<file path="src/rtl/asm_pkg.sv">
`timescale 1ns/1ps
package asm_pkg;
  typedef enum logic [1:0] {
    PH_IDLE   = 2'd0,
    PH_SETUP  = 2'd1,
    PH_STROBE = 2'd2,
    PH_HOLD   = 2'd3
  } phase_t;
endpackage

</file>
<file path="src/rtl/asm_rdy_sync.sv">
`timescale 1ns/1ps
module asm_rdy_sync #(
  parameter int   STAGES  = 2,
  parameter logic RST_VAL = 1'b1
) (
  input  logic clk,
  input  logic rst,
  input  logic d,
  output logic q
);
  logic [STAGES-1:0] sr;

  generate
    if (STAGES == 1) begin : g_single
      always_ff @(posedge clk) begin
        if (rst) sr <= RST_VAL;
        else     sr <= d;
      end
    end else begin : g_chain
      always_ff @(posedge clk) begin
        if (rst) sr <= {STAGES{RST_VAL}};
        else     sr <= {sr[STAGES-2:0], d};
      end
    end
  endgenerate

  assign q = sr[STAGES-1];
endmodule

</file>
<file path="src/rtl/asm_phase_ctl.sv">
`timescale 1ns/1ps
module asm_phase_ctl
  import asm_pkg::*;
#(
  parameter int CNT_W = 4
) (
  input  logic             clk,
  input  logic             rst,
  input  logic             start,
  input  logic [CNT_W-1:0] setup_cnt,
  input  logic [CNT_W-1:0] strobe_cnt,
  input  logic [CNT_W-1:0] hold_cnt,
  input  logic             rdy_s,
  output phase_t           phase,
  output phase_t           phase_nx,
  output logic             cap_edge,
  output logic             done_edge
);
  localparam logic [CNT_W-1:0] ONE = CNT_W'(1);
  localparam logic [CNT_W-1:0] TWO = CNT_W'(2);

  logic [CNT_W-1:0] cnt, cnt_nx;
  logic [CNT_W-1:0] strobe_q, hold_q;

  // remaining cycles after the current one; zero count clamps to one cycle
  function automatic logic [CNT_W-1:0] first_rem(input logic [CNT_W-1:0] v);
    return (v == '0) ? '0 : v - ONE;
  endfunction

  always_comb begin
    phase_nx  = phase;
    cnt_nx    = cnt;
    cap_edge  = 1'b0;
    done_edge = 1'b0;
    unique case (phase)
      PH_IDLE: begin
        if (start) begin
          phase_nx = PH_SETUP;
          cnt_nx   = first_rem(setup_cnt);
        end
      end
      PH_SETUP: begin
        if (cnt == '0) begin
          phase_nx = PH_STROBE;
          cnt_nx   = first_rem(strobe_q);
        end else begin
          cnt_nx = cnt - ONE;
        end
      end
      PH_STROBE: begin
        if (cnt == '0) begin
          phase_nx = PH_HOLD;
          cnt_nx   = first_rem(hold_q);
          cap_edge = 1'b1;
        end else if (cnt == TWO && !rdy_s) begin
          cnt_nx = cnt;
        end else begin
          cnt_nx = cnt - ONE;
        end
      end
      PH_HOLD: begin
        if (cnt == '0) begin
          phase_nx  = PH_IDLE;
          done_edge = 1'b1;
        end else begin
          cnt_nx = cnt - ONE;
        end
      end
      default: phase_nx = PH_IDLE;
    endcase
  end

  always_ff @(posedge clk) begin
    if (rst) begin
      phase    <= PH_IDLE;
      cnt      <= '0;
      strobe_q <= '0;
      hold_q   <= '0;
    end else begin
      phase <= phase_nx;
      cnt   <= cnt_nx;
      if (start && phase == PH_IDLE) begin
        strobe_q <= strobe_cnt;
        hold_q   <= hold_cnt;
      end
    end
  end

  // window cycle with ready low must keep the strobe phase
  assert_stretch_holds_R5: assert property (@(posedge clk) disable iff (rst)
    (phase == PH_STROBE && cnt == TWO && !rdy_s) |=> (phase == PH_STROBE))
    else $error("strobe not extended while ready low");

  // after the window passes with ready high, two more strobe cycles
  assert_two_after_ready_R6: assert property (@(posedge clk) disable iff (rst)
    (phase == PH_STROBE && cnt == TWO && rdy_s) |=> (phase == PH_STROBE) ##1 (phase == PH_STROBE) ##1 (phase == PH_HOLD))
    else $error("strobe did not end two cycles after ready");
endmodule

</file>
<file path="src/rtl/async_mem_seq.sv">
`timescale 1ns/1ps
module async_mem_seq
  import asm_pkg::*;
#(
  parameter int ADDR_W    = 20,
  parameter int DATA_W    = 16,
  parameter int CNT_W     = 4,
  parameter int SYNC_DEPTH = 2
) (
  input  logic                clk,
  input  logic                rst,
  input  logic [CNT_W-1:0]    cfg_rd_setup,
  input  logic [CNT_W-1:0]    cfg_rd_strobe,
  input  logic [CNT_W-1:0]    cfg_rd_hold,
  input  logic [CNT_W-1:0]    cfg_wr_setup,
  input  logic [CNT_W-1:0]    cfg_wr_strobe,
  input  logic [CNT_W-1:0]    cfg_wr_hold,
  input  logic                req_valid,
  input  logic                req_write,
  input  logic [ADDR_W-1:0]   req_addr,
  input  logic [DATA_W/8-1:0] req_be,
  input  logic [DATA_W-1:0]   req_wdata,
  output logic                req_ack,
  output logic [DATA_W-1:0]   rsp_rdata,
  output logic                mem_ce_n,
  output logic [DATA_W/8-1:0] mem_be_n,
  output logic [ADDR_W-1:0]   mem_addr,
  output logic                mem_oe_n,
  output logic                mem_re_n,
  output logic                mem_we_n,
  output logic [DATA_W-1:0]   mem_dq_out,
  output logic                mem_dq_oe,
  input  logic [DATA_W-1:0]   mem_dq_in,
  input  logic                mem_rdy
);
  localparam int BE_W = DATA_W / 8;

  phase_t           phase, phase_nx;
  logic             start, cap_edge, done_edge, rdy_s;
  logic             wr_q, wr_eff, strobe_nx, busy_nx;
  logic [BE_W-1:0]  be_q, be_eff;
  logic [CNT_W-1:0] sel_setup, sel_strobe, sel_hold;

  assign start      = req_valid && (phase == PH_IDLE) && !req_ack;
  assign sel_setup  = req_write ? cfg_wr_setup  : cfg_rd_setup;
  assign sel_strobe = req_write ? cfg_wr_strobe : cfg_rd_strobe;
  assign sel_hold   = req_write ? cfg_wr_hold   : cfg_rd_hold;
  assign wr_eff     = start ? req_write : wr_q;
  assign be_eff     = start ? req_be    : be_q;
  assign strobe_nx  = (phase_nx == PH_STROBE);
  assign busy_nx    = (phase_nx != PH_IDLE);

  asm_rdy_sync #(.STAGES(SYNC_DEPTH), .RST_VAL(1'b1)) u_sync (
    .clk (clk),
    .rst (rst),
    .d   (mem_rdy),
    .q   (rdy_s)
  );

  asm_phase_ctl #(.CNT_W(CNT_W)) u_ctl (
    .clk        (clk),
    .rst        (rst),
    .start      (start),
    .setup_cnt  (sel_setup),
    .strobe_cnt (sel_strobe),
    .hold_cnt   (sel_hold),
    .rdy_s      (rdy_s),
    .phase      (phase),
    .phase_nx   (phase_nx),
    .cap_edge   (cap_edge),
    .done_edge  (done_edge)
  );

  always_ff @(posedge clk) begin
    if (rst) begin
      wr_q       <= 1'b0;
      be_q       <= '0;
      mem_addr   <= '0;
      mem_dq_out <= '0;
      mem_ce_n   <= 1'b1;
      mem_be_n   <= '1;
      mem_re_n   <= 1'b1;
      mem_we_n   <= 1'b1;
      mem_oe_n   <= 1'b1;
      mem_dq_oe  <= 1'b0;
      req_ack    <= 1'b0;
      rsp_rdata  <= '0;
    end else begin
      if (start) begin
        wr_q       <= req_write;
        be_q       <= req_be;
        mem_addr   <= req_addr;
        mem_dq_out <= req_wdata;
      end
      mem_ce_n  <= !busy_nx;
      mem_be_n  <= busy_nx ? ~be_eff : '1;
      mem_re_n  <= !(strobe_nx && !wr_eff);
      mem_oe_n  <= !(strobe_nx && !wr_eff);
      mem_we_n  <= !(strobe_nx && wr_eff);
      mem_dq_oe <= busy_nx && wr_eff;
      req_ack   <= done_edge;
      if (cap_edge && !wr_q) rsp_rdata <= mem_dq_in;
    end
  end

  assert_ack_idle_R7: assert property (@(posedge clk) disable iff (rst)
    req_ack |-> mem_ce_n)
    else $error("ack with chip enable active");

  assert_ack_single_R7: assert property (@(posedge clk) disable iff (rst)
    req_ack |=> !req_ack)
    else $error("ack longer than one cycle");

  assert_strobe_in_ce_R2: assert property (@(posedge clk) disable iff (rst)
    (!mem_re_n || !mem_we_n) |-> !mem_ce_n)
    else $error("strobe outside chip enable");

  assert_one_strobe_R4: assert property (@(posedge clk) disable iff (rst)
    !(!mem_re_n && !mem_we_n))
    else $error("both strobes low");

  assert_wdata_driven_R4: assert property (@(posedge clk) disable iff (rst)
    !mem_we_n |-> mem_dq_oe)
    else $error("write strobe without data drive");

  assert_oe_read_only_R9: assert property (@(posedge clk) disable iff (rst)
    !mem_oe_n |-> !mem_dq_oe)
    else $error("output enable during write");
endmodule

</file>
<file path="config.mk">
export PLATFORM = sky130hd
export DESIGN_NAME = async_mem_seq
export DESIGN_NICKNAME = d
export VERILOG_FILES = /design/src/rtl/asm_pkg.sv /design/src/rtl/asm_rdy_sync.sv /design/src/rtl/asm_phase_ctl.sv /design/src/rtl/async_mem_seq.sv
export SDC_FILE = /design/constraint.sdc
export NUM_CORES = 1
export LEC_CHECK = 0
export BUFFER_PORTS_ARGS = -buffer_cell sky130_fd_sc_hd__buf_2
export CAP_MARGIN = 20
export CORE_ASPECT_RATIO = 0.8
export CORE_MARGIN = 2
export CORE_UTILIZATION = 45
export CTS_CLUSTER_DIAMETER = 40
export DETAILED_ROUTE_END_ITERATION = 10
export PLACE_DENSITY = 0.84
export REMOVE_ABC_BUFFERS = 1
export SKIP_LAST_GASP = 1
export SLEW_MARGIN = 20
export SYNTH_ARGS = -nofsm -noshare
export SYNTH_HDL_FRONTEND = slang
export SYNTH_SLANG_ARGS = --single-unit
</file>
<file path="constraint.sdc">
create_clock -name clk -period 4.9 [get_ports clk]
set_clock_uncertainty 0.2 [all_clocks]
set_input_delay 0.49 -clock clk [delete_from_list [all_inputs] [get_ports clk]]
set_output_delay 0.49 -clock clk [all_outputs]
set_load 0.02 [all_outputs]
</file>
**After elaboration in Yosys (flattened, before gate mapping)**

Index checks and enable logic that the tools add are counted.

- Memories: 0
- ROM bits: 0
- Latch bits: 0
- Word-level logic and storage cells: 76
- Register bits after elaboration: 78
- Memory bits (writable): 0
- Input bits: 83
- Output and inout port bits: 60

- Bitwise gates (word level): 3
- Reductions and logical operators: 24
- Eq/ne operators: 8
- $mul: 0
- Order comparisons: 0
- Divide/modulo/power cells: 0
- Add/subtract/negate cells: 4
- Shift-type cells: 0
- Multiplexer cells: 21

Operators by type and width:

| operator | number |
|---|---|
| $mux W4 | 11 |
| $logic_not A4 Y1 | 4 |
| $pmux W4 S4 | 1 |
| $sub A4 B1 Y4 const B | 4 |
| $mux W2 | 5 |
| $logic_and A1 B1 Y1 | 8 |
| $pmux W2 S4 | 1 |
| $logic_not A1 Y1 | 7 |
| $eq A2 B2 Y1 const B | 3 |
| $eq A4 B2 Y1 const B | 1 |
| $reduce_or A2 Y1 | 2 |
| $mux W1 | 3 |
| $ne A3 B2 Y1 const B | 1 |
| $reduce_and A3 Y1 | 1 |
| $eq A2 B1 Y1 const B | 1 |
| $logic_not A2 Y1 | 1 |
| $ne A2 B1 Y1 const B | 1 |
| $ne A2 B2 Y1 const B | 1 |
| $not A1 Y1 | 2 |
| $not A2 Y2 | 1 |
| $reduce_bool A2 Y1 | 1 |

**Depth between registers and ports, before layout**

- Depth in word-level cells: 8
- Gate-level depth with buffers: 9
- Mapped depth without buffers: 7

**Hierarchy**

A second synthesis with hierarchy kept.

- Cells, all modules: 410
- Area total of the unflattened synthesis: 3378.2 um^2

Modules (own cells, without submodules):

| module | times used | sequential area each (um^2) | area each (um^2) | cells an instance |
|---|---|---|---|---|
| async_mem_seq | 1 | 1241.2 | 2244.7 | 268 |
| asm_phase_ctl | 1 | 280.3 | 1081.0 | 138 |
| asm_rdy_sync | 1 | 40.0 | 52.6 | 4 |

**Worst setup path after synthesis**

Ideal clock, no wire load.

- Path type: reg2reg
- From: register u_ctl.cnt[0]
- To: register u_ctl.cnt[0]
- Stages on the path, launching flop included: 7
- Clock period less this slack: 1881 ps
- Setup time: 91 ps
- Slack: 3019 ps
- Data arrival time: 1590 ps
- Path buffers: 0
- Data required time: 4609 ps
- Cell sequence: dfxtp_1 -> inv_1 -> ha_1 -> nor3b_2 -> o211ai_1 -> o221a_2 -> a311oi_1

- Longest elaborated chain between the ends: 4
- Elaborated cells on any way between the ends: 12
- Classes of those cells: add/sub: 1; eq/ne: 3; mux: 5; reduce/logical: 3

Ends and longest elaborated chain:

| element | RTL line | RTL |
|---|---|---|
| start: declaration | asm_phase_ctl.sv:22 | `logic [CNT_W-1:0] cnt, cnt_nx;` |
| start signal: assignment | asm_phase_ctl.sv:81 | `cnt <= cnt_nx;` |
| $sub A4 B1 Y4 or $eq A4 B2 Y1 (tied branches) | - |  |
| $mux W4 or $logic_and A1 B1 Y1 (tied branches) | asm_phase_ctl.sv:55 | `end else if (cnt == TWO && !rdy_s) begin` |
| $mux W4 or $ne A3 B2 Y1 (tied branches) | - |  |
| $pmux W4 S4 or $reduce_and A3 Y1 (tied branches) | - |  |

Parallel ways exist; a longest one is shown, timed or not. The select of a mux whose other input is x is not followed.
A chain may end at the register's enable or synchronous reset.

**Worst setup path after layout**

- From: register u_ctl.cnt[0]
- To: register rsp_rdata[10]

- Longest elaborated chain between the ends: 4

Ends and longest elaborated chain:

| element | RTL line | RTL |
|---|---|---|
| $logic_not A4 Y1 | asm_phase_ctl.sv:51 | `if (cnt == '0) begin` |
| $mux W1 | asm_phase_ctl.sv:51 |  |
| $mux W1 | asm_phase_ctl.sv:35 | `unique case (phase)` |
| $logic_and A1 B1 Y1 | async_mem_seq.sv:102 | `if (cap_edge && !wr_q) rsp_rdata <= mem_dq_in;` |
| end signal: assignment | async_mem_seq.sv:102 |  |
| end: declaration | async_mem_seq.sv:24 | `output logic [DATA_W-1:0] rsp_rdata,` |

No other way between the ends.

==> results.md <==
* Fin crit period at 2350 ps
* Layout Nets at 628
* Final worst path period share at 47.9%
* Final wirelength at 8.18 mm
* Syn. warnings at 0
* Area after DPL at 0.00400 mm2
* 1st-pass router iterations at 7
* Yosys top cell by area: dfxtp_1
* #FFs+latches synth at 78
* Sequential area share after synthesis at 47.1%
* Crit. End Element: flip-flop
* Global-route wire length before repair at 13.0 mm
* Max Buffers Root-to-Sink at 2
* Most frequent cell after synthesis: nand2_1
* Synth Flop Type: dfxtp_1
* Vias per cell at 5.17
* Clk_lat worst skew at 350 ps
* Peak Freq at 0.426 GHz
* Slew margin rel. at 37.4%
* Setup TNS at 0 ps
* Met1 usage at 23.2%
* RSZ-0062 raised after global routing: false
* CTS Hold Buffers Added at 0
* Crit Path Class: flip-flop to flip-flop
* Critical-path maximum fanout at 16
* Core Box Area at 0.00703 mm2
* Routability cong. at 0.931
* Post-synth EDFFs at 0
* Overflow after GRT at 0
* Global Route Usage Sum at 20.2%
* Max Cap Viol at 0
* I/O Buffers at 142
* Asr flop ratio synth at 0%
* Global routing's busiest layer: met2
* Crit path launch type: flip-flop
* Global Route met3 Usage at 8.18%
* Hold WC Path Type: primary input to flip-flop
* Top post-synthesis cells by count: 118 x nand2_1, 78 x dfxtp_1, 63 x a21oi_1
* Area Overhead vs Synth at 27.0%
* Critical Path AT at 2410 ps
* Routed WL per cell at 13.0 um
* CTS clk-pin slew, worst paths at 80 ps
* Die X at 100 um
* CTS resizes at 0
* Share of layout cells above drive strength 1 at 31.1%
* DR iter-0 viols at 147
* Worst Path Required at 4970 ps
* CTS buffer count at 9
* Post-route cell area at 0.00421 mm2
* Synthesized area per cell at 8.11 um2
* Synth Instances at 409
* # Post-CTS Setup Buffers at 0
* Outcome: finished clean
* Distinct cells, synth at 48
* Measured slew at the worst slew-check pin at 935 ps
* Leakage Power at 0.00191 uW
* M2 GR Usage at 34.3%
* Clock sinks at 78
* Root buf cell: clkbuf_8
* Number of global-route vias before repair at 3005
* Worst ir drop on vdd at 0.226 mV
* Final setup fails at 0
* Final hold violations at 0
* # diodes at 0
* Initial antenna violation count at 0
* Power Density at 443 mW/mm2
* Die area at 0.00808 mm2
* Final antenna-violating net count at 0
* Placed wire-length estimate at 5.79 mm
* Max-slew violations at 0
* Top cell type's share of synthesized area at 47.1%
* Die H at 80.8 um
* Synth Cell Area at 0.00332 mm2
* Initial core utilization at 47.2%
* Largest net degree at the start of global routing at 75
* Row cnt at 27
* H-tree depth at 3
* Vias at 3254
* Top-Level Pins at 143
* Post-route DRC at 0
* Area contributors post-synth: dfxtp_1 47%, nand2_1 13%, a21oi_1 9.5%
* CTS tree: built
## stage by stage
step                      std cells  setup slack (ps)  hold slack, ps  utilization [%]  power (uW)
after floorplan                 382              2790             189                -        1210
final                           630              2550             118             59.9        1870
after detailed placement        613              2530             201             56.9        1410
after CTS                       629              2530             111             59.5        1860
after global routing            630              2390             118             59.9        1980
after global placement          613              2600             198             56.9        1390
## final timing paths
kind	endpoint	slack [ps]	cells after the start	from
max reg2reg	rsp_rdata[10]	2550	6	u_ctl.cnt[0]
min reg2reg	u_sync.sr[1]	220	1	u_sync.sr[0]
min	u_sync.sr[0]	120	2	mem_rdy
max	rsp_rdata[10]	2550	6	u_ctl.cnt[0]
## area by class of cell
class,instances,area [um2]
Clock inverter,5,42.5
Tap cell,87,109
Multi-Input combinational cell,295,1570
Timing Repair Buffer,145,753
Clock buffer,11,141
Sequential cell,78,1560
Fill cell,612,2820
Inverter,9,33.8
## kinds of logic after synthesis
group                      after synthesis  share of synthesized area (%)
AOI/OAI and AO/OA                      100                           18.0
xor gates and xnor gates                 3                          0.792
adders and majority gates                7                           2.64
muxes                                    9                           2.72
and+or+nand+nor                        176                           23.2
DFF                                     78                           47.1
buffers and inverters                   36                           5.58
## per-layer routing
layer / routed length, um / up-vias / part of all wire, %
li1: - / 1635 / -
met1: 3510 / 1463 / 43
met2: 3750 / 140 / 46
met3: 808 / 16 / 9.9
met4: 112 / 0 / 1.4
met5: 0 / - / 0
## where the power goes
group	switching [uW]	internal (uW)
clock	245	202
sequential	65.3	725
combinational	390	238
total	700	1160
## worst max-delay path, cell delays in order, from the launching register on
cell and delay [ps]:
dfxtp_1 330, inv_1 150, ha_1 280, nand2_1 200, nor3_2 790, nand2_1 140
a21oi_1 170
## flip-flops by register name, indices dropped and copies added, names as in the netlist
| name | cells |
|---|---|
| mem_ce_n | 1 |
| u_sync.sr | 2 |
| mem_be_n | 2 |
| be_q | 2 |
| u_ctl.phase | 2 |
| u_ctl.hold_q | 4 |
| mem_re_n | 1 |
| wr_q | 1 |
| req_ack | 1 |
| u_ctl.cnt | 4 |
| mem_dq_out | 16 |
| u_ctl.strobe_q | 4 |
| mem_addr | 20 |
| mem_we_n | 1 |
| rsp_rdata | 16 |
| mem_dq_oe | 1 |
## placed cells by master, fill, tap and decap left out, types with 4 or more instances in the layout
cell type	netlist	final
a211oi_1	9	9
a21oi_1	63	63
buf_2	13	142
clkbuf_8	0	10
dfxtp_1	78	78
ha_1	7	7
inv_1	9	9
mux2i_1	9	9
nand2_1	118	118
nand2b_1	5	5
nor2_1	20	20
nor2b_1	5	5
nor3_1	10	10
o21ai_0	4	4
No activity file was read; power rests on OpenSTA's default activity.
